===== config.mk =====
export PLATFORM = sky130hd
export DESIGN_NAME = pwr_heat_ctrl
export DESIGN_NICKNAME = d
export VERILOG_FILES = /design/src/rtl/pwr_heat_pkg.sv /design/src/rtl/pwr_mode_dec.sv /design/src/rtl/heat_cutoff.sv /design/src/rtl/heat_pwm.sv /design/src/rtl/pwr_heat_ctrl.sv
export SDC_FILE = /design/constraint.sdc
export NUM_CORES = 1
export LEC_CHECK = 0
export ABC_AREA = 0
export BUFFER_PORTS_ARGS = -buffer_cell sky130_fd_sc_hd__buf_2
export CORE_MARGIN = 2
export CORE_UTILIZATION = 54
export DETAILED_ROUTE_END_ITERATION = 8
export GPL_TIMING_DRIVEN = 0
export PLACE_DENSITY = 0.86
export RECOVER_POWER = 50
export SETUP_SLACK_MARGIN = 0.02
export SYNTH_ARGS = -nofsm -noshare
export SYNTH_HDL_FRONTEND = slang
export SYNTH_SLANG_ARGS = --single-unit

===== constraint.sdc =====
create_clock -name clk -period 5.2 [get_ports clk]
set_input_delay 1.3 -clock clk [delete_from_list [all_inputs] [get_ports clk]]
set_output_delay 1.3 -clock clk [all_outputs]
set_load 0.05 [all_outputs]

===== src/rtl/pwr_heat_pkg.sv =====
package pwr_heat_pkg;
  typedef enum logic [2:0] {
    ST_LOWPWR = 3'b001,
    ST_READY  = 3'b011
  } mod_state_e;

  localparam int CTL_SWRST_BIT  = 3;
  localparam int CTL_FORCE_BIT  = 4;
  localparam int CTL_LOWREQ_BIT = 6;
  localparam logic [7:0] CTL_DEFAULT = 8'h40;
endpackage


===== src/rtl/pwr_mode_dec.sv =====
module pwr_mode_dec
  import pwr_heat_pkg::*;
#(
  parameter int RST_CYCLES = 4
) (
  input  logic       clk,
  input  logic       rst,
  input  logic       wr_en,
  input  logic [7:0] wr_data,
  input  logic       lp_pin,
  output logic [7:0] ctl_q,
  output logic       lp_mode,
  output logic [2:0] state_code,
  output logic       mod_rst
);
  localparam int RCNT_W = $clog2(RST_CYCLES + 1);

  logic [7:0]        ctl_r;
  logic              lp_r;
  logic [RCNT_W-1:0] rcnt;
  logic              swrst_req;

  assign swrst_req = wr_en && wr_data[CTL_SWRST_BIT];

  always_ff @(posedge clk) begin
    if (rst) begin
      ctl_r <= CTL_DEFAULT;
      rcnt  <= '0;
    end else begin
      if (swrst_req) begin
        ctl_r <= CTL_DEFAULT;
        rcnt  <= RCNT_W'(RST_CYCLES);
      end else begin
        if (wr_en) begin
          ctl_r <= wr_data & ~(8'h01 << CTL_SWRST_BIT);
        end
        if (rcnt != '0) rcnt <= rcnt - 1'b1;
      end
    end
  end

  always_ff @(posedge clk) begin
    if (rst) lp_r <= 1'b1;
    else     lp_r <= ctl_r[CTL_FORCE_BIT] | (ctl_r[CTL_LOWREQ_BIT] & lp_pin);
  end

  assign ctl_q      = ctl_r;
  assign lp_mode    = lp_r;
  assign mod_rst    = (rcnt != '0);
  assign state_code = lp_r ? ST_LOWPWR : ST_READY;

  // force-low always yields low power on the next edge
  a_r1_force_lp: assert property (@(posedge clk) disable iff (rst)
    ctl_r[CTL_FORCE_BIT] |=> lp_r);
  // only the two legal codes appear
  a_r2_code_legal: assert property (@(posedge clk) disable iff (rst)
    (state_code == 3'b001) || (state_code == 3'b011));
  // software reset bit never reads back as 1
  a_r4_swrst_reads0: assert property (@(posedge clk) disable iff (rst)
    !ctl_q[CTL_SWRST_BIT]);
  // a reset pulse only starts after a write with bit 3 set
  a_r10_pulse_cause: assert property (@(posedge clk) disable iff (rst)
    $rose(mod_rst) |-> $past(wr_en && wr_data[CTL_SWRST_BIT]));
endmodule


===== src/rtl/heat_cutoff.sv =====
module heat_cutoff #(
  parameter int TEMP_W  = 16,
  parameter int FRAC_W  = 8,
  parameter int CUT_W   = 8,
  parameter int CUT_MAX = 100,
  parameter int HYST    = 5
) (
  input  logic              clk,
  input  logic              rst,
  input  logic [CUT_W-1:0]  cutoff,
  input  logic [TEMP_W-1:0] temp_in,
  output logic              tripped
);
  localparam int INT_W = TEMP_W - FRAC_W;
  localparam int CMP_W = ((INT_W > CUT_W) ? INT_W : CUT_W) + 2;

  logic        [CUT_W-1:0] lim;
  logic signed [INT_W-1:0] t_int;
  logic signed [CMP_W-1:0] t_ext, lim_ext, rel_ext;
  logic                    trip_r;

  assign lim     = (cutoff > CUT_W'(CUT_MAX)) ? CUT_W'(CUT_MAX) : cutoff;
  assign t_int   = temp_in[TEMP_W-1:FRAC_W];
  assign t_ext   = CMP_W'(t_int);
  assign lim_ext = CMP_W'(lim);
  assign rel_ext = lim_ext - CMP_W'(HYST);

  always_ff @(posedge clk) begin
    if (rst) begin
      trip_r <= 1'b0;
    end else if (!trip_r) begin
      if (t_ext >= lim_ext) trip_r <= 1'b1;
    end else begin
      if (t_ext <= rel_ext) trip_r <= 1'b0;
    end
  end

  assign tripped = trip_r;

  // a trip only follows a temperature at or above the limit
  a_r7_trip_cause: assert property (@(posedge clk) disable iff (rst)
    $rose(trip_r) |-> $past(t_ext >= lim_ext));
  // a release only follows a temperature at or below limit minus hysteresis
  a_r8_release_cause: assert property (@(posedge clk) disable iff (rst)
    $fell(trip_r) |-> $past(t_ext <= rel_ext));
  // the effective limit never exceeds the ceiling
  a_r9_clamp: assert property (@(posedge clk) disable iff (rst)
    (cutoff > CUT_W'(CUT_MAX)) |-> (lim == CUT_W'(CUT_MAX)));
endmodule


===== src/rtl/heat_pwm.sv =====
module heat_pwm #(
  parameter int DUTY_W = 8
) (
  input  logic              clk,
  input  logic              rst,
  input  logic [DUTY_W-1:0] phase,
  input  logic [DUTY_W-1:0] duty,
  input  logic              en,
  output logic              pwm
);
  logic pwm_r;

  always_ff @(posedge clk) begin
    if (rst) pwm_r <= 1'b0;
    else     pwm_r <= en && (phase < duty);
  end

  assign pwm = pwm_r;

  // duty zero never drives the heater
  a_r5_duty0_off: assert property (@(posedge clk) disable iff (rst)
    (duty == '0) |=> !pwm_r);
endmodule


===== src/rtl/pwr_heat_ctrl.sv =====
module pwr_heat_ctrl #(
  parameter int N_HEAT     = 4,
  parameter int DUTY_W     = 8,
  parameter int TEMP_W     = 16,
  parameter int FRAC_W     = 8,
  parameter int CUT_W      = 8,
  parameter int CUT_MAX    = 100,
  parameter int HYST       = 5,
  parameter int RST_CYCLES = 4
) (
  input  logic                     clk,
  input  logic                     rst,
  input  logic                     wr_en,
  input  logic [7:0]               wr_data,
  input  logic                     lp_pin,
  input  logic [CUT_W-1:0]         cutoff,
  input  logic [TEMP_W-1:0]        temp_in,
  input  logic [N_HEAT*DUTY_W-1:0] duty_flat,
  output logic [7:0]               ctl_q,
  output logic [2:0]               state_code,
  output logic                     mod_rst,
  output logic [N_HEAT-1:0]        pwm_out
);
  logic              lp_mode;
  logic              tripped;
  logic              heat_en;
  logic [DUTY_W-1:0] phase;

  pwr_mode_dec #(.RST_CYCLES(RST_CYCLES)) mode_i (
    .clk(clk), .rst(rst), .wr_en(wr_en), .wr_data(wr_data), .lp_pin(lp_pin),
    .ctl_q(ctl_q), .lp_mode(lp_mode), .state_code(state_code), .mod_rst(mod_rst)
  );

  heat_cutoff #(
    .TEMP_W(TEMP_W), .FRAC_W(FRAC_W), .CUT_W(CUT_W),
    .CUT_MAX(CUT_MAX), .HYST(HYST)
  ) cut_i (
    .clk(clk), .rst(rst), .cutoff(cutoff), .temp_in(temp_in), .tripped(tripped)
  );

  always_ff @(posedge clk) begin
    if (rst) phase <= '0;
    else     phase <= phase + 1'b1;
  end

  assign heat_en = !lp_mode && !tripped;

  for (genvar g = 0; g < N_HEAT; g++) begin : g_heat
    heat_pwm #(.DUTY_W(DUTY_W)) pwm_i (
      .clk(clk), .rst(rst), .phase(phase),
      .duty(duty_flat[g*DUTY_W +: DUTY_W]), .en(heat_en), .pwm(pwm_out[g])
    );
  end

  // low-power mode silences every heater on the next edge
  a_r6_lp_off: assert property (@(posedge clk) disable iff (rst)
    lp_mode |=> (pwm_out == '0));
  // an active over-temperature trip silences every heater
  a_r7_trip_off: assert property (@(posedge clk) disable iff (rst)
    tripped |=> (pwm_out == '0));
endmodule


# After elaboration in Yosys (flattened, before gate mapping)
# Index checks and enable logic that the tools add are counted.
# word_totals
inputBits	68
reg_bits	24
wordCells	40
# op_classes
mux	7
addsub	3
magnitude_cmp	7
bitwise	2
reduce_logical	11
# op_table
operator	count
less-than comparator 8 bit	4
>= comparator 8 x 9 -> 1 bit	1
less-or-equal comparator 8 x 9 -> 1 bit	1
subtractor 8 x 3 -> 9 bit, second input constant	1
adder 8 x 1 -> 8 bit, second input constant	1
> comparator 8 x 7 -> 1 bit, second input constant	1
two-way mux 8 bit	1
logical AND 1 bit	6
two-way mux 3 bit	2
two-way mux 1 bit	3
nonzero test 3 bit	1
subtractor 3 x 1 -> 3 bit, second input constant	1
zero test 1 bit	2
two-way mux 2 bit	1
nonzero test 2 bit	1
OR reduction 2 bit	1
bitwise AND 1 bit	1
OR 1 bit	1

# Logic depth before layout (Yosys ltp)
# logic_depth
word_depth	6
depth_mapped	15

# Cells and area by module
# From an unflattened synthesis, not the netlist that was laid out.
# hier_totals
hier_cells	274
hier_area_um2	2338.5
# by_module_without_submodules
mod	n_inst	cells_each	area_per_inst_um2	seq_area_each_um2
heat_pwm	4	24	205.2	20.0
heat_cutoff	1	87	655.6	20.0
pwr_mode_dec	1	57	551.8	220.2
pwr_heat_ctrl	1	34	310.3	160.2

# Worst setup path before layout
# OpenSTA, ideal clock, no wires.
# synth_timing
path_type	in2reg
start	input port cutoff[0]
end	register cut_i.trip_r (netlist: cut_i.tripped)
setup_slack_ns	1.665
arrival_time_ns	3.448
stages	14
required_ns	5.113
setup_ns	0.087
path_cell_list	o21ai_4 -> nand2_4 -> a31oi_4 -> nand2_1 -> ha_1 -> nor2b_1 -> o21ai_1 -> o2bb2ai_1 -> ha_1 -> nand3_1 -> o21bai_1 -> a31oi_1 -> a211oi_1 -> nor4b_2
# synth_via
elab_chain_cells	6
# synth_rtl
item	line_no	source
start, declared	pwr_heat_ctrl.sv:16	input logic [CUT_W-1:0] cutoff,
> comparator 8 x 7 -> 1 bit	heat_cutoff.sv:22	assign lim = (cutoff > CUT_W'(CUT_MAX)) ? CUT_W'(CUT_MAX) : cutoff;
two-way mux 8 bit (*)	heat_cutoff.sv:22	
subtractor 8 x 3 -> 9 bit	heat_cutoff.sv:26	assign rel_ext = lim_ext - CMP_W'(HYST);
less-or-equal comparator 8 x 9 -> 1 bit	heat_cutoff.sv:34	if (t_ext <= rel_ext) trip_r <= 1'b0;
two-way mux 1 bit	heat_cutoff.sv:34	
two-way mux 1 bit (*)	heat_cutoff.sv:31	end else if (!trip_r) begin
end signal, assigned	heat_cutoff.sv:30	trip_r <= 1'b0;
end signal, assigned	heat_cutoff.sv:32	if (t_ext >= lim_ext) trip_r <= 1'b1;
end signal, assigned	heat_cutoff.sv:34	
end, declared	heat_cutoff.sv:20	logic trip_r;
# Every way passes the cells marked *; elsewhere a longest branch is shown, timed or not.
# A chain may end at the register's enable or synchronous reset.

# Worst setup path after layout
# Ends and elaborated chain as after synthesis.

==> metrics <==
commonest non-fill, non-tap cell in the layout buf_2; Max Freq 269 MHz; via count 2001; post-CTS setup repair buffer count 0; clk_skew 0.00247 ns; initial antenna violation count 0; Worst Max-Slew Pin Slew 0.531 ns; wire per inst 10.7 um; die area 4720 um^2; flops & latches, synth 24; commonest non-fill, non-tap cells in the layout 70 x buf_2, 51 x ha_1, 38 x inv_1; CTS Hold Bufs 0; Power, Total 535 uW; Worst VDD drop roughly 0.22 mV; PD cells 196 nW/um^2; routed vias/inst 5.09; die height 68.7 um; dpl cell area 2690 um^2; share of layout cells above drive strength 1 25.1%; outcome finished clean; fin nets 464; Initial Utilization 56.1%; Post-Syn Area roughly 2300 um^2; Hold Path Class flop to flop; GRT Util Overall 18.3%; final hold violations 0; Reg clk slew, reported paths approximately 0.070 ns; I/O Pins 84; PortBufs 71; Worst EP arrival between 3 and 4 ns; post-layout util 67.7%; Max-slew headroom 64.6%; worst-path maximum fanout 7; cells after synthesis between 200 and 300; grt total ovfl 0; DR pass1 iterations 4; gp weighted congestion 0.842; Final Cycle Share 71.5%; Tmin final around 3.7 ns; Setup Total Neg Slack 0 ns; largest net degree at the start of global routing 13; diode count 0; die width 68.7 um; Critical Path RT 5.37 ns; syn_area_per_cell between 8 and 9 um^2; prevailing post-synth register cell dfxtp_1; CTS tree built; Final ANT Viol Nets 0; setup violators final 0; Startpoint Class input pin; Iter 0 DRT Violations 67; Post-route DRC 0; RSZ-0062 raised after global routing no; yosys warns 0; Placement Rows 23; cell area after layout 2730 um^2; Synth async-reset ratio 0%; Hold Slack 0.481 ns; HPWL Detailed ~3.6 mm; vias in the first global route between 1500 and 2000; worst skew pair latency 0.25 ns; Setup CP Type input pin to flop; clk root buf clkbuf_8; Final Max Tran Viols 0; Netlist cell types 40; leak pwr 1.59 nW; Clock Path Buffers 2; post-synthesis sequential area ratio 21.3%; CTS Buf Count 3; maxcap violations 0; Post-synth EDFFs 0; H-tree depth 1; drt total wl 4.20 mm; Area Growth Syn to Fin 20.6%; first-pass GRT wire length between 6 and 7 mm; Resized cells post-CTS 0; CORE AREA 4030 um^2; CTS sink count 24; CP Capture Type flop
==> flip-flops by register name, summed over array words and instances, names as in the netlist <==
register          count
mode_i.rcnt           3
cut_i.tripped         1
g_heat.pwm_i.pwm      4
mode_i.lp_mode        1
mode_i.ctl_q          7
phase                 8
==> cell families (layout without fill, tap and decap cells) <==
group           count (synthesis)  count (layout)  synth area share (%)
flops                          24              24                  21.3
simple gates                   72              72                  16.0
mux                             7               7                  3.10
buf+inv                        48             122                  9.24
other cells                     2               5                 0.332
compound gates                 51              51                  17.5
fa+ha+maj                      51              51                  28.2
xor+xnor                       11              11                  4.26
==> metal layers <==
layer | share of wire [%] | global-route usage (%) | vias up
li1 | - | - | 1066
met1 | 47 | 21.7 | 880
met2 | 46 | 34.6 | 55
met3 | 7.5 | 4.71 | 0
met4 | 0 | 0.735 | 0
met5 | 0 | 0 | -
==> stage by stage <==
step / setup slack, ns / std cells
after floorplan: 1.66 / 269
after global placement: 1.24 / 390
after detailed placement: 1.20 / 390
after CTS: 1.45 / 393
after global routing: 1.17 / 393
final: 1.48 / 393
==> worst max-delay path, stage by stage <==
cell and delay, ns:
buf_2 0.12, o21ai_4 0.20, nand2_4 0.09, a31oi_4 0.28, nand2_1 0.15, ha_1 0.24, nor2b_1 0.24, o21ai_1 0.11
o2bb2ai_1 0.14, ha_1 0.31, nand3_1 0.09, o21bai_1 0.16, a31oi_1 0.19, a211oi_1 0.08, nor4b_2 0.20
==> power breakdown <==
part           total [mW]  switching, mW  internal (mW)
Clock               0.102         0.0503         0.0515
Sequential          0.210         0.0110          0.199
Combinational       0.223          0.129         0.0935
Total               0.535          0.191          0.344
==> final timing paths <==
| check | end | cells after the start | slack [ns] | startpoint |
|---|---|---|---|---|
| worst max-delay path | cut_i.tripped$_SDFF_PP0_ | 15 | 1.48 | cutoff[0] |
| worst min-delay path | mode_i.lp_mode$_SDFF_PP1_ | 1 | 0.48 | mode_i.ctl_q[4]$_SDFFE_PP0P_ |
| worst max register to register | g_heat[3].pwm_i.pwm$_SDFF_PP0_ | 5 | 3.74 | phase[1]$_SDFF_PP0_ |
| worst min register to register | mode_i.lp_mode$_SDFF_PP1_ | 1 | 0.48 | mode_i.ctl_q[4]$_SDFFE_PP0P_ |
==> synthesized netlist by cell type, drive strengths merged, types with 3 or more instances <==
library cell	number	area [um^2]
a21o	13	97.6
a21oi	11	55.1
a31oi	4	40.0
buf	9	62.6
dfxtp	24	480
ha	51	638
inv	38	143
mux2i	7	70.1
nand2	13	56.3
nand2b	8	50.1
nand3	8	40.0
nor2	29	114
nor2b	4	25.0
o2111a	4	45.0
o2111ai	8	70.1
o21ai	3	26.3
xnor2	3	26.3
xor2	8	70.1
==> cell type report <==
class | count | area [um^2]
Multi-Input combinational cell | 197 | 1580
Tap cell | 50 | 62.6
Sequential cell | 24 | 480
Clock buffer | 3 | 41.3
Fill cell | 351 | 1300
Inverter | 38 | 143
Buffer | 10 | 63.8
Timing Repair Buffer | 71 | 354
No activity file was read; power rests on OpenSTA's default activity.
